===== src/rtl/rtc_alarm_pkg.sv =====
`timescale 1ns/1ps
package rtc_alarm_pkg;
  localparam int MIN_W  = 6;
  localparam int HOUR_W = 5;
  localparam int DOW_N  = 7;
  localparam int DOW_W  = $clog2(DOW_N);
  localparam int ADDR_W = 4;
  localparam int DATA_W = 8;
  localparam int SEL_W  = 3;

  localparam logic [ADDR_W-1:0] ADR_WMIN  = 4'h8;
  localparam logic [ADDR_W-1:0] ADR_WHOUR = 4'h9;
  localparam logic [ADDR_W-1:0] ADR_WDAY  = 4'hA;
  localparam logic [ADDR_W-1:0] ADR_DMIN  = 4'hB;
  localparam logic [ADDR_W-1:0] ADR_DHOUR = 4'hC;
  localparam logic [ADDR_W-1:0] ADR_CR1   = 4'hE;
  localparam logic [ADDR_W-1:0] ADR_CR2   = 4'hF;

  localparam int CR1_WEN = 7;
  localparam int CR1_DEN = 6;
  localparam int ST_DAY  = 0;
  localparam int ST_WEEK = 1;
  localparam int ST_PER  = 2;
endpackage


===== src/rtl/rtc_alarm_regs.sv =====
`timescale 1ns/1ps
module rtc_alarm_regs
  import rtc_alarm_pkg::*;
(
  input  logic              clk_i,
  input  logic              rst_ni,
  input  logic              wr_i,
  input  logic [ADDR_W-1:0] addr_i,
  input  logic [DATA_W-1:0] wdata_i,
  output logic [MIN_W-1:0]  wk_min_o,
  output logic [HOUR_W-1:0] wk_hour_o,
  output logic [DOW_N-1:0]  wk_dmask_o,
  output logic [MIN_W-1:0]  dy_min_o,
  output logic [HOUR_W-1:0] dy_hour_o,
  output logic              wk_en_o,
  output logic              dy_en_o,
  output logic [SEL_W-1:0]  per_sel_o
);
  logic [MIN_W-1:0]  wk_min_q, dy_min_q;
  logic [HOUR_W-1:0] wk_hour_q, dy_hour_q;
  logic [DOW_N-1:0]  wk_dmask_q;
  logic              wk_en_q, dy_en_q;
  logic [SEL_W-1:0]  per_sel_q;

  always_ff @(posedge clk_i or negedge rst_ni) begin
    if (!rst_ni) begin
      wk_min_q   <= '0;
      wk_hour_q  <= '0;
      wk_dmask_q <= '0;
      dy_min_q   <= '0;
      dy_hour_q  <= '0;
      wk_en_q    <= 1'b0;
      dy_en_q    <= 1'b0;
      per_sel_q  <= '0;
    end else if (wr_i) begin
      unique case (addr_i)
        ADR_WMIN:  wk_min_q   <= wdata_i[MIN_W-1:0];
        ADR_WHOUR: wk_hour_q  <= wdata_i[HOUR_W-1:0];
        ADR_WDAY:  wk_dmask_q <= wdata_i[DOW_N-1:0];
        ADR_DMIN:  dy_min_q   <= wdata_i[MIN_W-1:0];
        ADR_DHOUR: dy_hour_q  <= wdata_i[HOUR_W-1:0];
        ADR_CR1: begin
          wk_en_q   <= wdata_i[CR1_WEN];
          dy_en_q   <= wdata_i[CR1_DEN];
          per_sel_q <= wdata_i[SEL_W-1:0];
        end
        default: ;
      endcase
    end
  end

  assign wk_min_o   = wk_min_q;
  assign wk_hour_o  = wk_hour_q;
  assign wk_dmask_o = wk_dmask_q;
  assign dy_min_o   = dy_min_q;
  assign dy_hour_o  = dy_hour_q;
  assign wk_en_o    = wk_en_q;
  assign dy_en_o    = dy_en_q;
  assign per_sel_o  = per_sel_q;


  cr2_keeps_cr1_chk: assert property (@(posedge clk_i) disable iff (!rst_ni)
    (wr_i && addr_i == ADR_CR2) |=> $stable({wk_en_q, dy_en_q, per_sel_q}));

  cr1_wen_bit_chk: assert property (@(posedge clk_i) disable iff (!rst_ni)
    (wr_i && addr_i == ADR_CR1) |=> (wk_en_q == $past(wdata_i[CR1_WEN])));
endmodule


===== src/rtl/rtc_alarm_chan.sv =====
`timescale 1ns/1ps
module rtc_alarm_chan
  import rtc_alarm_pkg::*;
#(
  parameter bit USE_DOW = 1'b1
)(
  input  logic              clk_i,
  input  logic              rst_ni,
  input  logic [DOW_W-1:0]  cur_dow_i,
  input  logic [HOUR_W-1:0] cur_hour_i,
  input  logic [MIN_W-1:0]  cur_min_i,
  input  logic [HOUR_W-1:0] set_hour_i,
  input  logic [MIN_W-1:0]  set_min_i,
  input  logic [DOW_N-1:0]  set_dmask_i,
  input  logic              en_i,
  input  logic              clr_i,
  output logic              flag_o,
  output logic              irq_o
);
  logic day_ok, hit, hit_q, flag_q, set_ev;

  generate
    if (USE_DOW) begin : g_dow
      logic [DOW_N-1:0] day_hot;
      for (genvar i = 0; i < DOW_N; i++) begin : g_day
        assign day_hot[i] = (cur_dow_i == DOW_W'(i));
      end
      assign day_ok = |(day_hot & set_dmask_i);
    end else begin : g_nodow
      logic unused_day;
      assign unused_day = ^{cur_dow_i, set_dmask_i};
      assign day_ok = 1'b1;
    end
  endgenerate

  assign hit    = day_ok && (cur_hour_i == set_hour_i) && (cur_min_i == set_min_i);
  assign set_ev = hit && !hit_q && en_i;

  always_ff @(posedge clk_i or negedge rst_ni) begin
    if (!rst_ni) begin
      hit_q  <= 1'b0;
      flag_q <= 1'b0;
    end else begin
      hit_q <= hit;
      if (set_ev)     flag_q <= 1'b1;
      else if (clr_i) flag_q <= 1'b0;
    end
  end

  assign flag_o = flag_q;
  assign irq_o  = flag_q & en_i;


  set_needs_en_chk: assert property (@(posedge clk_i) disable iff (!rst_ni)
    $rose(flag_q) |-> $past(en_i));

  set_needs_hit_chk: assert property (@(posedge clk_i) disable iff (!rst_ni)
    $rose(flag_q) |-> $past(hit));

  clr_wins_chk: assert property (@(posedge clk_i) disable iff (!rst_ni)
    (clr_i && !hit) |=> !flag_q);

  dis_no_irq_chk: assert property (@(posedge clk_i) disable iff (!rst_ni)
    !en_i |-> !irq_o);
endmodule


===== src/rtl/rtc_periodic.sv =====
`timescale 1ns/1ps
module rtc_periodic
  import rtc_alarm_pkg::*;
(
  input  logic             clk_i,
  input  logic             rst_ni,
  input  logic             tick_i,
  input  logic [SEL_W-1:0] sel_i,
  input  logic             clr_i,
  output logic             flag_o,
  output logic             irq_o
);
  logic on, level, flag_q, pulse_q;

  assign on    = |sel_i;
  assign level = sel_i[SEL_W-1];

  always_ff @(posedge clk_i or negedge rst_ni) begin
    if (!rst_ni) begin
      flag_q  <= 1'b0;
      pulse_q <= 1'b0;
    end else begin
      pulse_q <= tick_i && on && !level;
      if (tick_i && on) flag_q <= 1'b1;
      else if (clr_i)   flag_q <= 1'b0;
    end
  end

  assign flag_o = flag_q;
  assign irq_o  = on & (level ? flag_q : pulse_q);


  per_set_src_chk: assert property (@(posedge clk_i) disable iff (!rst_ni)
    $rose(flag_q) |-> ($past(tick_i) && ($past(sel_i) != '0)));

  pulse_width_chk: assert property (@(posedge clk_i) disable iff (!rst_ni)
    (on && !level && !tick_i) |=> (!irq_o || sel_i[SEL_W-1]));

  level_hold_chk: assert property (@(posedge clk_i) disable iff (!rst_ni)
    (level && flag_q && !clr_i) |=> flag_q);
endmodule


===== src/rtl/rtc_alarm_irq.sv =====
`timescale 1ns/1ps
module rtc_alarm_irq
  import rtc_alarm_pkg::*;
(
  input  logic              clk_i,
  input  logic              rst_ni,
  input  logic [DOW_W-1:0]  cur_dow_i,
  input  logic [HOUR_W-1:0] cur_hour_i,
  input  logic [MIN_W-1:0]  cur_min_i,
  input  logic              tick_i,
  input  logic              reg_wr_i,
  input  logic [ADDR_W-1:0] reg_addr_i,
  input  logic [DATA_W-1:0] reg_wdata_i,
  output logic [DATA_W-1:0] reg_rdata_o,
  output logic              irq_a_no,
  output logic              irq_b_no
);
  logic [MIN_W-1:0]  wk_min, dy_min;
  logic [HOUR_W-1:0] wk_hour, dy_hour;
  logic [DOW_N-1:0]  wk_dmask;
  logic              wk_en, dy_en;
  logic [SEL_W-1:0]  per_sel;
  logic              st_wr;
  logic              wk_flag, dy_flag, per_flag;
  logic              wk_irq, dy_irq, per_irq;

  assign st_wr = reg_wr_i && (reg_addr_i == ADR_CR2);

  rtc_alarm_regs u_regs (
    .clk_i      (clk_i),
    .rst_ni     (rst_ni),
    .wr_i       (reg_wr_i),
    .addr_i     (reg_addr_i),
    .wdata_i    (reg_wdata_i),
    .wk_min_o   (wk_min),
    .wk_hour_o  (wk_hour),
    .wk_dmask_o (wk_dmask),
    .dy_min_o   (dy_min),
    .dy_hour_o  (dy_hour),
    .wk_en_o    (wk_en),
    .dy_en_o    (dy_en),
    .per_sel_o  (per_sel)
  );

  rtc_alarm_chan #(.USE_DOW(1'b1)) u_week (
    .clk_i       (clk_i),
    .rst_ni      (rst_ni),
    .cur_dow_i   (cur_dow_i),
    .cur_hour_i  (cur_hour_i),
    .cur_min_i   (cur_min_i),
    .set_hour_i  (wk_hour),
    .set_min_i   (wk_min),
    .set_dmask_i (wk_dmask),
    .en_i        (wk_en),
    .clr_i       (st_wr && !reg_wdata_i[ST_WEEK]),
    .flag_o      (wk_flag),
    .irq_o       (wk_irq)
  );

  rtc_alarm_chan #(.USE_DOW(1'b0)) u_day (
    .clk_i       (clk_i),
    .rst_ni      (rst_ni),
    .cur_dow_i   (cur_dow_i),
    .cur_hour_i  (cur_hour_i),
    .cur_min_i   (cur_min_i),
    .set_hour_i  (dy_hour),
    .set_min_i   (dy_min),
    .set_dmask_i ({DOW_N{1'b1}}),
    .en_i        (dy_en),
    .clr_i       (st_wr && !reg_wdata_i[ST_DAY]),
    .flag_o      (dy_flag),
    .irq_o       (dy_irq)
  );

  rtc_periodic u_per (
    .clk_i  (clk_i),
    .rst_ni (rst_ni),
    .tick_i (tick_i),
    .sel_i  (per_sel),
    .clr_i  (st_wr && !reg_wdata_i[ST_PER]),
    .flag_o (per_flag),
    .irq_o  (per_irq)
  );

  always_comb begin
    reg_rdata_o = '0;
    unique case (reg_addr_i)
      ADR_WMIN:  reg_rdata_o = DATA_W'(wk_min);
      ADR_WHOUR: reg_rdata_o = DATA_W'(wk_hour);
      ADR_WDAY:  reg_rdata_o = DATA_W'(wk_dmask);
      ADR_DMIN:  reg_rdata_o = DATA_W'(dy_min);
      ADR_DHOUR: reg_rdata_o = DATA_W'(dy_hour);
      ADR_CR1: begin
        reg_rdata_o[CR1_WEN]     = wk_en;
        reg_rdata_o[CR1_DEN]     = dy_en;
        reg_rdata_o[SEL_W-1:0]   = per_sel;
      end
      ADR_CR2: begin
        reg_rdata_o[ST_DAY]  = dy_flag;
        reg_rdata_o[ST_WEEK] = wk_flag;
        reg_rdata_o[ST_PER]  = per_flag;
      end
      default: ;
    endcase
  end

  assign irq_a_no = ~(dy_irq | per_irq);
  assign irq_b_no = ~wk_irq;


  pin_b_src_chk: assert property (@(posedge clk_i) disable iff (!rst_ni)
    !irq_b_no |-> (wk_en && wk_flag));

  pin_a_low_chk: assert property (@(posedge clk_i) disable iff (!rst_ni)
    (dy_irq || per_irq) |-> !irq_a_no);

  pin_a_high_chk: assert property (@(posedge clk_i) disable iff (!rst_ni)
    (!dy_irq && !per_irq) |-> irq_a_no);

  pin_a_off_chk: assert property (@(posedge clk_i) disable iff (!rst_ni)
    (!dy_en && per_sel == '0) |-> irq_a_no);
endmodule


===== config.mk =====
export PLATFORM = sky130hd
export DESIGN_NAME = rtc_alarm_irq
export DESIGN_NICKNAME = d
export VERILOG_FILES = /design/src/rtl/rtc_alarm_pkg.sv /design/src/rtl/rtc_alarm_regs.sv /design/src/rtl/rtc_alarm_chan.sv /design/src/rtl/rtc_periodic.sv /design/src/rtl/rtc_alarm_irq.sv
export SDC_FILE = /design/constraint.sdc
export NUM_CORES = 1
export LEC_CHECK = 0
export ABC_CLOCK_PERIOD_IN_PS = 2800
export BUFFER_PORTS_ARGS = -buffer_cell sky130_fd_sc_hd__clkbuf_2
export CAP_MARGIN = 20
export CORE_MARGIN = 2
export CORE_UTILIZATION = 55
export CTS_CLUSTER_DIAMETER = 60
export DETAILED_ROUTE_END_ITERATION = 8
export HOLD_SLACK_MARGIN = 0.12
export PLACE_DENSITY = 0.83
export SLEW_MARGIN = 20
export SYNTH_ARGS = -nofsm -noshare
export SYNTH_HDL_FRONTEND = slang
export SYNTH_SLANG_ARGS = --single-unit

===== constraint.sdc =====
create_clock -name clk_i -period 2.8 [get_ports clk_i]
set_input_delay 0.84 -clock clk_i [delete_from_list [all_inputs] [get_ports clk_i]]
set_output_delay 0.84 -clock clk_i [all_outputs]
set_load 0.01 [all_outputs]

Word-level counts from Yosys, hierarchy flattened:

Cells that the tools add are included.

* output and inout port bits: 10
* logic and storage cells: 79
* bits of input ports: 30
* bits in registers: 40

* bitwise operators: 7
* reduce and logical (&&, ||, !) cells: 31
* muxes and demuxes: 10
* equal/unequal tests: 17

Operator list (count)
* 4-bit equality test, second input constant: 7
* 3-bit one-hot mux with 7 select lines: 1
* 3-bit one-hot mux with 5 select lines: 1
* 1-bit logical AND: 13
* 6-bit equality test: 2
* 2-bit AND reduction: 6
* 5-bit equality test: 2
* 3-bit equality test, second input constant: 3
* 7-bit bitwise AND: 1
* 1-bit two-way mux: 7
* 7-bit OR reduction: 1
* 3-bit by 2-bit equality test with 1-bit output, second input constant: 2
* 1-bit zero test: 6
* 2-bit nonzero test: 3
* 2-bit one-hot mux with 2 select lines: 1
* 1-bit bitwise AND: 3
* 3-bit by 1-bit equality test with 1-bit output, second input constant: 1
* 3-bit zero test: 1
* 3-bit OR reduction: 1
* 1-bit NOT: 2
* 1-bit bitwise OR: 1

Logic depth before layout (Yosys ltp):

Gate-level depths: netlist of the first run.

* depth after elaboration: 8
* gate-level depth with buffers: 5
* depth with buffers taken out: 4

Cells and area by module:

From an unflattened synthesis of the first run, not the netlist that was laid out.

* cells, all modules: 206
* area total of the unflattened synthesis: 2361.0 sq um

Modules (own cells, without submodules)
* rtc_alarm_regs: area an instance 1336.3 sq um, sequential area each 850.8 sq um, instances 1, cells an instance 80
* rtc_alarm_irq: area an instance 434.2 sq um, sequential area each 0.0 sq um, instances 1, cells an instance 59
* rtc_alarm_chan at u_week: area an instance 299.0 sq um, sequential area each 50.0 sq um, instances 1, cells an instance 35
* rtc_alarm_chan at u_day: area an instance 200.2 sq um, sequential area each 50.0 sq um, instances 1, cells an instance 22
* rtc_periodic: area an instance 91.3 sq um, sequential area each 50.0 sq um, instances 1, cells an instance 10

Worst setup path after synthesis of the first run:

OpenSTA, ideal clock, no wires.

* path type: input-to-output
* from: input port reg_addr_i[0]
* to: output port reg_rdata_o[4]
* setup slack: 0.167 ns
* arrival time: 1.793 ns
* stages on the path: 5
* data required time: 1.960 ns
* buffers on the path: 1
* cells stage by stage: buf_6 mux4_2 nor2b_1 a31oi_1 nor2b_1

* word-level cells in the longest chain between the ends: 2
* elaborated cells between the ends (all ways): 6
* those cells by class: eq/ne: 5; mux: 1

Ends and longest elaborated chain
* from (decl): line rtc_alarm_irq.sv:12 `input logic [ADDR_W-1:0] reg_addr_i,`
* 4-bit equality test: line rtc_alarm_irq.sv:87 `unique case (reg_addr_i)`
* 3-bit one-hot mux with 5 select lines *: line rtc_alarm_irq.sv:87
* to (decl): line rtc_alarm_irq.sv:14 `output logic [DATA_W-1:0] reg_rdata_o,`

Every way passes the cells marked *; elsewhere a longest branch is shown, timed or not.

Worst setup path after layout of the first run:

* from: input port reg_addr_i[0]
* to: output port reg_rdata_o[3]

The elaborated chain is that of the path after synthesis.

==> results.md, run 1 <==
- Non-Filler Instances: ~280
- Root buf cell: clkbuf_8
- Initial antenna violation count: 0
- Detailed-route wire length per cell: 18.7 um
- GRT overflow: 0
- 1st-iter DRT viols: 83
- Max VDD drop: 0.460 mV
- Critical path fanouts, max: 6
- Share of cells above drive strength 1: a little under half
- GRT Overall Usage: between 20% and 30%
- Initial Util: a little under three fifths
- Post-Synthesis Cell Area: 2250 um^2
- Slew @ Worst Pin: 0.509 ns
- Crit-path cells: clkbuf_16, mux4_2, nor2b_4, a31oi_1, nor2b_1, buf_2
- Die height: a little under 70 um
- Seq/Total Area, Yosys: between 40% and 50%
- Row cnt: 23
- Post-layout min period: between 2 and 3 ns
- Cell variety after synth: 36
- CP max stage delay: around 0.49 ns
- Slew headroom: about 66%
- Cells after Synth: 178
- Final hold vios: 0
- Via/cell ratio: around 5.8
- Clk sink count: 40
- R2R setup slack: around 1.2 ns
- DIE AREA: about 4600 um^2
- Routed Antenna Nets: 0
- Slowest CP cell: mux4_2
- Worst Setup EP: reg_rdata_o[3]
- Routability congestion estimate: between 0.8 and 0.9
- Die X: between 60 and 70 um
- Mean post-synth cell area: roughly 13 um^2
- Maximum clock path buffer count: 2
- Global-route wire length before repair: 7.98 mm
- Fin crit share: between 90% and 100%
- Worst Reg-to-Reg Cells: 4
- Synth warn: 0
- Outcome: complete, no violations
- Core Region: between 3000 and 4000 um^2
- P&R area growth vs syn: 18.2%
- Worst r2r src: u_regs.wk_hour_o[4]
- DRT Pass-1 Iters: 4
- Critical Path Source Type: primary input
- Delay-heaviest family, CP: multiplexers
- TritonCTS clock tree: done
- Crit. path cell count: 6
- Port buffer count: 39
- Setup crit start: reg_addr_i[0]
- Power, Total: around 1.6 mW
- Nets: roughly 260
- Final core occ: roughly two thirds
- Antenna Cells: 0
- Critical Path RT: around 2.0 ns
- Final max-slew violation count: 0
- Largest net degree at the start of global routing: ~40
- WP data arrival: around 1.9 ns
- Upper clock frequency limit: around 360 MHz
- Cell Count Post-Placement: 268
- Max Cap Violations: 0
- Via count of the first global-routing pass: 1572
- Reg2reg end: u_week.flag_o
- DRC: 0
- RSZ-0062 raised after global routing: true
- Post-synthesis net count: between 200 and 250
- Clock skew: a little under 0.006 ns
- I/O pin count: 40
- HP Class: reg -> reg
- Static Leak: between 1 and 1.5 nW
- Worst slack, placed: -0.106 ns
- H-tree level count: 2
- CP Class: in -> out
- CP Capture Type: primary output
- PD cells: between 600 and 700 nW/um^2
- Final worst slack: roughly 0.036 ns
- # setup viols final: 0
- Yosys reg bits: 40
- Latest clock arrival within the worst-skew pair: between 0.2 and 0.3 ns
- Num CTS Buffers: 5
- Clock slew at reported path FFs: ~0.070 ns
- Total Wirelength: slightly above 5 mm
- Vias: between 1500 and 2000
- Crit path buffers/inverters: 2
- Dpl hpwl: 3.88 mm
==> what timing repair did <==
item,CTS,global route
pin swaps,0,1
setup endpoints to repair,5,2
hold buffers,0,0
gates resized for setup,4,7
setup buffers,0,1
==> cells in the mapped netlist (all sizes together) <==
cell	n	area, um^2
mux2i	5	50.1
o41ai	2	17.5
a22oi	3	22.5
and3	1	6.26
nor2b	5	31.3
buf	6	46.3
nor4bb	1	10.0
o211a	1	10.0
xnor2	11	96.3
mux4	4	97.6
nand3b	2	27.5
nand3	6	30.0
dfrtp	40	1000
and2	1	6.26
clkbuf	1	5.00
nor4	2	12.5
nand2	5	18.8
nor3b	2	37.5
mux2	39	439
o21ai	6	30.0
a221oi	1	8.76
o31ai	1	7.51
xor2	11	96.3
nand2b	3	18.8
nand4	2	12.5
o221ai	3	26.3
inv	1	3.75
nor2	7	33.8
nor3	4	31.3
a31oi	2	12.5
==> layer usage <==
| metal | GRT usage [%] | vias up | part of all wire [%] |
|---|---|---|---|
| met1 | 31.1 | 803 | 43 |
| met4 | 10.0 | 0 | 2.0 |
| li1 | - | 751 | - |
| met3 | 6.09 | 6 | 4.3 |
| met5 | 0 | - | 0 |
| met2 | 41.0 | 49 | 50 |
==> kinds of logic after synthesis <==
kind of cell	Yosys count	share of synthesized area [%]
multiplexers	48	26.1
flip-flops	40	44.5
AO/OA/AOI/OAI	19	6.01
XOR/XNOR	22	8.57
AND/OR/NAND/NOR	41	12.3
buffers and inverters	8	2.45
==> per-stage QoR <==
step | setup TNS [ns] | area, um^2 | hold slack, ns
CTS | 0 | 2630 | 0.442
detailed placement | -0.323 | 2510 | 0.419
finish | 0 | 2660 | 0.439
floorplan | 0 | 2250 | 0.408
global placement | -0.248 | 2510 | 0.418
global route | -0.0100 | 2660 | 0.484
==> report_power, final <==
part	total, mW	internal [mW]	switching, mW
sequential	0.817	0.696	0.120
clock	0.407	0.219	0.188
combinational	0.421	0.248	0.173
total	1.64	1.16	0.481
==> registers in the layout, indices dropped and copies added (netlist names), 3 cells and up <==
name / count
u_regs.wk_hour_o: 5
u_regs.dy_hour_o: 5
u_regs.wk_min_o: 6
u_regs.dy_min_o: 6
u_regs.wk_dmask_o: 7
u_regs.per_sel_o: 3
==> worst min path at each step <==
| stage | startpoint | endpoint | cells after the start |
|---|---|---|---|
| after floorplan | u_week.hit_q | u_week.flag_o | 1 |
| after global placement | u_week.hit_q | u_week.flag_o | 1 |
| after detailed placement | u_week.hit_q | u_week.flag_o | 1 |
| after CTS | u_week.hit_q | u_week.flag_o | 1 |
| after global routing | u_week.hit_q | u_week.flag_o | 1 |
| final | u_week.hit_q | u_week.flag_o | 1 |
==> area by class of cell <==
cell class	instances	area [um^2]
inverters	1	3.75
fillers	306	1320
multi-input cells	130	1210
flip-flops and latches	40	1000
clock buffers	7	96.3
well taps	50	62.6
repair buffers	48	287
==> placed cells by master, fill, tap and decap left out, drive strengths merged, types with 5 or more instances in the layout <==
cell    netlist  final
nand3         6      6
xor2         11     11
o21ai         6      6
mux2         39     39
clkbuf        1     44
nor2b         5      5
nand2         5      5
nor2          7      7
buf           6     11
dfrtp        40     40
mux2i         5      5
xnor2        11     11
(Power assumes the default switching activity.)
==> inputs of run 2 (changes only) <==
--- a/config.mk
+++ b/config.mk
@@ -5,15 +5,15 @@
 export SDC_FILE = /design/constraint.sdc
 export NUM_CORES = 1
 export LEC_CHECK = 0
-export ABC_CLOCK_PERIOD_IN_PS = 2800
+export ABC_CLOCK_PERIOD_IN_PS = 2470
 export BUFFER_PORTS_ARGS = -buffer_cell sky130_fd_sc_hd__clkbuf_2
 export CAP_MARGIN = 20
 export CORE_MARGIN = 2
-export CORE_UTILIZATION = 55
+export CORE_UTILIZATION = 50
 export CTS_CLUSTER_DIAMETER = 60
 export DETAILED_ROUTE_END_ITERATION = 8
 export HOLD_SLACK_MARGIN = 0.12
-export PLACE_DENSITY = 0.83
+export PLACE_DENSITY = 0.79
 export SLEW_MARGIN = 20
 export SYNTH_ARGS = -nofsm -noshare
 export SYNTH_HDL_FRONTEND = slang
==> constraint.sdc (replaced) <==
create_clock -name clk_i -period 2.47 [get_ports clk_i]
set_input_delay 0.741 -clock clk_i [delete_from_list [all_inputs] [get_ports clk_i]]
set_output_delay 0.741 -clock clk_i [all_outputs]
set_load 0.01 [all_outputs]
==> results.md, run 2 (synthesis gave the netlist of run 1 again) <==
- Critical Path RT: 1.73 ns (was 1.96 ns)
- TritonCTS clock tree: done (unchanged)
- 1st-iter DRT viols: 82 (was 83)
- Upper clock frequency limit: just under 400 MHz
- Sequential share of power: 50.5% (was 49.7%)
- Final worst slack: -0.131 ns (was 0.0361 ns)
- Latest clock arrival within the worst-skew pair: 0.29 ns (about the same)
- DRT Pass-1 Iters: 4 (unchanged)
- CP Class: in -> out (unchanged)
- Die X: 71.0 um (was 67.9 um)
- Hold WS: 0.408 ns (was 0.439 ns)
- Num CTS Buffers: 5 (unchanged)
- Delay-heaviest family, CP: multiplexers (unchanged)
- PD cells: 682 nW/um^2 (was 619 nW/um^2)
- Row cnt: 24 (was 23)
- WP data arrival: 1.86 ns (was 1.92 ns)
- Largest net degree at the start of global routing: 22 (was 41)
- Static Leak: 1.21 nW (was 1.20 nW)
- Slowest CP cell: mux4_2 (unchanged)
- Total Wirelength: 5.29 mm (was 5.16 mm)
- Core Region: 4350 um^2 (was 3970 um^2)
- Global-route wire length before repair: 8.46 mm (was 7.98 mm)
- Commonest non-fill, non-tap cell in the layout: dfrtp_1 (unchanged)
- Critical Path Source Type: primary input (unchanged)
- Comb power frac: 27.2% (was 25.6%)
- Post-layout min period: between 2 and 3 ns
- Clock skew: 0.00198 ns (was 0.00589 ns)
- Worst Reg-to-Reg Cells: 4 (unchanged)
- Cell Count Post-Placement: 272 (was 268)
- Slew @ Worst Pin: 0.521 ns (was 0.509 ns)
- Clock slew at reported path FFs: 0.07 ns (about the same)
- Final hold vios: 0 (unchanged)
- Initial antenna violation count: 0 (unchanged)
- Non-Filler Instances: 280 (was 276)
- CP Capture Type: primary output (unchanged)
- RSZ-0062 raised after global routing: true (unchanged)
- Cts hold-fix bufs: 0 (unchanged)
- Crit path buffers/inverters: 2 (unchanged)
- Routability congestion estimate: 0.944 (was 0.877)
- Outcome: complete, but fails checks (was complete, no violations)
- Sw Share: 30.6% (was 29.2%)
- I/O pin count: 40 (unchanged)
- Vias: 1634 (was 1609)
- Clk sink count: 40 (unchanged)
- GRT overflow: 0 (unchanged)
- Antenna Cells: 0 (unchanged)
- Critical path fanouts, max: 6 (unchanged)
- Max VDD drop: 0.394 mV (was 0.460 mV)
- Net Switching: 0.562 mW (was 0.481 mW)
- Max Cap Violations: 0 (unchanged)
- Largest register FFs: 7 (unchanged)
- Fin crit share: 105%
- Port buffer count: 39 (unchanged)
- H-tree level count: 2 (unchanged)
- Detailed-route wire length per cell: 18.9 um (was 18.7 um)
- GRT Overall Usage: 22.2% (was 24.8%)
- Via count of the first global-routing pass: 1699 (was 1572)
- Root buf cell: clkbuf_8 (unchanged)
- Most frequent cells in the layout: dfrtp_1 (40), mux2_2 (39), clkbuf_2 (36), xor2_1 (11), xnor2_1 (11) (unchanged)
- # setup viols final: 5 (was 0)
- P&R area growth vs syn: 20.0% (was 18.2%)
- Share of cells above drive strength 1: 48.2% (was 46.5%)
- Final max-slew violation count: 0 (unchanged)
- Nets: 258 (was 256)
- Initial Util: 51.6% (was 56.6%)
- Die height: 71.0 um (was 67.9 um)
- Failing checks: negative setup slack
- Final core occ: 62.0% (was 66.9%)
- DIE AREA: 5050 um^2 (was 4610 um^2)
- Via/cell ratio: 5.84 (was 5.83)
- DRC: 0 (unchanged)
- HP Class: in -> async (was reg -> reg)
- Clock power frac: 22.3% (was 24.7%)
- Maximum clock path buffer count: 2 (unchanged)
- Routed Antenna Nets: 0 (unchanged)
- Slew headroom: 65.3% (was 66.1%)
- Dpl hpwl: 4.03 mm (was 3.88 mm)
- Crit. path cell count: 6 (unchanged)
- P_int: 1.28 mW (was 1.16 mW)
- CP max stage delay: 0.50 ns (was 0.49 ns)
- Crit-path cells: clkbuf_16, mux4_2, nor2b_4, a31oi_2, nor2b_1, clkbuf_2 (was clkbuf_16, mux4_2, nor2b_4, a31oi_1, nor2b_1, buf_2)
## run 2: cell count changes in the layout (fill, tap and decap cells not counted), sizes merged
cell / previous run / this run
clkinv: 0 / 1
clkbuf: 44 / 43
buf: 11 / 13
## run 2: worst paths after layout
check	startpoint	endpoint	slack [ns]
worst max-delay path	reg_addr_i[0]	reg_rdata_o[3]	-0.13
worst min-delay path	rst_ni	u_regs.wk_hour_o[2]	0.41
worst max register to register	u_regs.wk_hour_o[0]	u_week.flag_o	0.93
worst min register to register	u_week.hit_q	u_week.flag_o	0.44
max in group asynchronous	rst_ni	u_regs.wk_dmask_o[5]	1.57
min in group clk_i	u_week.hit_q	u_week.flag_o	0.44
## run 2: repair_timing
action,CTS,global route
buffers inserted,0,1
gates resized for setup,7,9
endpoints found under the setup margin,5,5
endpoints found under the hold margin,0,0
## run 2: area by class of cell
type                       count  area, um^2
inverter                       1        3.75
clock inverter                 1        5.00
multi-input combinational    130        1220
sequential                    40        1000
tap                           52        65.1
clock buffer                   6        72.6
fill                         351        1660
timing repair buffer          50         327
## run 2: per-stage QoR
step                      total power [mW]  cell area, um^2  TNS (ns)  worst slack (ns)
after floorplan                       1.23             2250         0            0.0348
after global placement                1.38             2560    -0.987            -0.226
after detailed placement              1.41             2560     -1.11            -0.273
after CTS                             1.82             2660    -0.442            -0.117
after global routing                  1.93             2700    -0.692            -0.186
final                                 1.84             2700    -0.447            -0.131
## run 2: layer usage
metal | track usage, % | vias up | wire length [um]
met2 | 37.5 | 46 | 2710
met5 | 0 | - | 0
met1 | 27.5 | 827 | 2240
met3 | 5.70 | 9 | 249
met4 | 8.81 | 0 | 90
li1 | - | 752 | -
## run 2: power groups by stage
stage / Combinational [mW] / Clock (mW) / Sequential, mW
after detailed placement: 0.472 / 0 / 0.935
after global placement: 0.453 / 0 / 0.931
after floorplan: 0.342 / 0 / 0.886
after global routing: 0.540 / 0.448 / 0.946
final: 0.500 / 0.411 / 0.929
after CTS: 0.482 / 0.413 / 0.922
==> inputs of run 3 (changes only) <==
--- a/config.mk
+++ b/config.mk
@@ -5,15 +5,13 @@
 export SDC_FILE = /design/constraint.sdc
 export NUM_CORES = 1
 export LEC_CHECK = 0
-export ABC_CLOCK_PERIOD_IN_PS = 2470
 export BUFFER_PORTS_ARGS = -buffer_cell sky130_fd_sc_hd__clkbuf_2
 export CAP_MARGIN = 20
-export CORE_MARGIN = 2
 export CORE_UTILIZATION = 50
 export CTS_CLUSTER_DIAMETER = 60
 export DETAILED_ROUTE_END_ITERATION = 8
 export HOLD_SLACK_MARGIN = 0.12
-export PLACE_DENSITY = 0.79
+export PLACE_DENSITY = 0.75
 export SLEW_MARGIN = 20
 export SYNTH_ARGS = -nofsm -noshare
 export SYNTH_HDL_FRONTEND = slang
==> results.md, run 3 (synthesis gave the netlist of run 1 again) <==
- Outcome: complete, but fails checks (unchanged)
- Failing checks: negative setup slack (unchanged)
- Worst Reg-to-Reg Cells: 4 (unchanged)
- Routed Antenna Nets: 0 (unchanged)
- Critical path fanouts, max: 5 (was 6)
- Detailed-route wire length per cell: 18.1 um (was 18.9 um)
- Filler instances: 341 (was 351)
- Global-route wire length before repair: 8.65 mm (was 8.46 mm)
- Sequential share of power: 47.3% (was 50.5%)
- Cts hold-fix bufs: 0 (unchanged)
- Final hold vios: 0 (unchanged)
- Setup TNS Final: -0.242 ns (was -0.447 ns)
- WP data arrival: 1.82 ns (was 1.86 ns)
- Row cnt: 24 (unchanged)
- Net Switching: 0.570 mW (was 0.562 mW)
- PD cells: 711 nW/um^2 (was 682 nW/um^2)
- Worst r2r src: u_regs.wk_min_o[4] (was u_regs.wk_hour_o[0])
- Sw Share: 29.2% (was 30.6%)
- HP Class: reg -> reg (was in -> async)
- GRT overflow: 0 (unchanged)
- GRT Overall Usage: 24.0% (was 22.2%)
- Via/cell ratio: 5.68 (was 5.84)
- Worst Setup EP: reg_rdata_o[0] (was reg_rdata_o[3])
- Initial Util: 52.0% (was 51.6%)
- P&R area growth vs syn: 22.2% (was 20.0%)
- Commonest non-fill, non-tap cell in the layout: dfrtp_1 (unchanged)
- H-tree level count: 2 (unchanged)
- P_int: 1.38 mW (was 1.28 mW)
- Final worst slack: -0.0944 ns (was -0.131 ns)
- Most frequent cells in the layout: dfrtp_1 (40), mux2_2 (39), clkbuf_2 (34) (was dfrtp_1 (40), mux2_2 (39), clkbuf_2 (36), xor2_1 (11), xnor2_1 (11))
- Root buf cell: clkbuf_8 (unchanged)
- Die height: 69.0 um (was 71.0 um)
- Die X: 69.0 um (was 71.0 um)
- Comb power frac: 25.3% (was 27.2%)
- Nets: 260 (was 258)
- Clock skew: 0.0101 ns (was 0.00198 ns)
- Max VDD drop: 0.375 mV (was 0.394 mV)
- Latest clock arrival within the worst-skew pair: 0.31 ns (was 0.29 ns)
- Clock power frac: 27.4% (was 22.3%)
- Total Wirelength: 5.13 mm (was 5.29 mm)
- Reg2reg end: u_week.flag_o (unchanged)
- Vias: 1607 (was 1634)
- TritonCTS clock tree: done (unchanged)
- RSZ-0062 raised after global routing: true (unchanged)
- DP Area: 2560 um^2 (about the same)
- CP Class: in -> out (unchanged)
- Slew headroom: 66.0% (was 65.3%)
- R2R setup slack: 0.92 ns (was 0.93 ns)
- Clk sink count: 40 (unchanged)
- Num CTS Buffers: 5 (unchanged)
- Final max-slew violation count: 0 (unchanged)
- Slew @ Worst Pin: 0.511 ns (was 0.521 ns)
- Design area: 2750 um^2 (was 2700 um^2)
- 1st-iter DRT viols: 87 (was 82)
- Antenna Cells: 0 (unchanged)
- Initial antenna violation count: 0 (unchanged)
- Largest net degree at the start of global routing: 41 (was 22)
- Fin crit share: 104% (was 105%)
- # setup viols final: 3 (was 5)
- Clock slew at reported path FFs: 0.08 ns (was 0.07 ns)
- Max Cap Violations: 0 (unchanged)
- Upper clock frequency limit: 390 MHz (was 384 MHz)
- Routability congestion estimate: 0.893 (was 0.944)
- DIE AREA: 4770 um^2 (was 5050 um^2)
- Largest register FFs: 7 (unchanged)
- Post-layout min period: 2.56 ns (was 2.60 ns)
- Cell Count Post-Placement: 274 (was 272)
- Setup crit start: reg_addr_i[0] (unchanged)
- Port buffer count: 39 (unchanged)
- Non-Filler Instances: 283 (was 280)
- Critical Path RT: 1.73 ns (about the same)
- Final core occ: 63.5% (was 62.0%)
- Core Region: 4320 um^2 (was 4350 um^2)
- Static Leak: 1.23 nW (was 1.21 nW)
- Via count of the first global-routing pass: 1663 (was 1699)
- DRC: 0 (unchanged)
- CP Capture Type: primary output (unchanged)
- Critical Path Source Type: primary input (unchanged)
- Dpl hpwl: 3.85 mm (was 4.03 mm)
- I/O pin count: 40 (unchanged)
- Share of cells above drive strength 1: 49.8% (was 48.2%)
- Worst slack, placed: -0.229 ns (was -0.273 ns)
- Maximum clock path buffer count: 2 (unchanged)
- DRT Pass-1 Iters: 4 (unchanged)
==> run 3: cell count changes in the layout (fill, tap and decap cells not counted), moves of 2 or more <==
| cell | change |
|---|---|
| a31oi_2 | -2 |
| buf_4 | +3 |
| o221ai_2 | +2 |
| a31oi_1 | +2 |
| clkbuf_2 | -2 |
| o221ai_1 | -2 |
==> run 3: critical path, cell delays in order <==
cell,delay [ns]
clkbuf_16,0.12
buf_12,0.09
mux4_2,0.48
nand2b_4,0.15
o211a_1,0.11
buf_2,0.13
==> run 3: worst min path at each step <==
stage	startpoint	to	slack, ns	cells after the start
detailed placement	u_week.hit_q	u_week.flag_o	0.42	1
CTS	u_week.hit_q	u_week.flag_o	0.43	1
global route	u_week.hit_q	u_week.flag_o	0.45	1
finish	u_week.hit_q	u_week.flag_o	0.44	1
global placement	u_week.hit_q	u_week.flag_o	0.42	1
floorplan	u_week.hit_q	u_week.flag_o	0.41	1
==> run 3: timing repair <==
action | CTS | global route
pin swaps | 1 | 1
endpoints found under the setup margin | 6 | 5
endpoints found under the hold margin | 0 | 0
resized for setup | 5 | 12
buffers inserted | 0 | 1
==> run 3: layout make-up <==
class | instances | area [um^2] | area share (%)
Tap cell | 52 | 65.1 | 2.37
Clock inverter | 3 | 42.5 | 1.55
Sequential cell | 40 | 1000 | 36.5
Multi-Input combinational cell | 130 | 1220 | 44.6
Timing Repair Buffer | 52 | 340 | 12.4
Clock buffer | 5 | 68.8 | 2.51
Inverter | 1 | 3.75 | 0.137
==> run 3: power by group through the flow <==
stage / clock, mW / sequential [mW] / combinational, mW
2_1_floorplan: 0 / 0.886 / 0.342
3_3_place_gp: 0 / 0.927 / 0.455
3_5_place_dp: 0 / 0.933 / 0.467
4_1_cts: 0.547 / 0.921 / 0.475
5_1_grt: 0.572 / 0.945 / 0.538
6_report: 0.536 / 0.923 / 0.493
==> run 3: through the flow <==
| step | total power [mW] | hold WS (ns) |
|---|---|---|
| after CTS | 1.94 | 0.435 |
| after floorplan | 1.23 | 0.408 |
| final | 1.95 | 0.435 |
| after global placement | 1.38 | 0.421 |
| after global routing | 2.06 | 0.447 |
| after detailed placement | 1.40 | 0.423 |
==> run 3: routing by layer <==
metal | wire length (um) | vias up | track usage, % | share of wire, %
li1 | - | 759 | - | -
met3 | 255 | 7 | 5.41 | 5.0
met5 | 0 | - | 0 | 0
met1 | 2270 | 794 | 32.1 | 44
met4 | 74 | 0 | 7.71 | 1.4
met2 | 2530 | 47 | 38.7 | 49
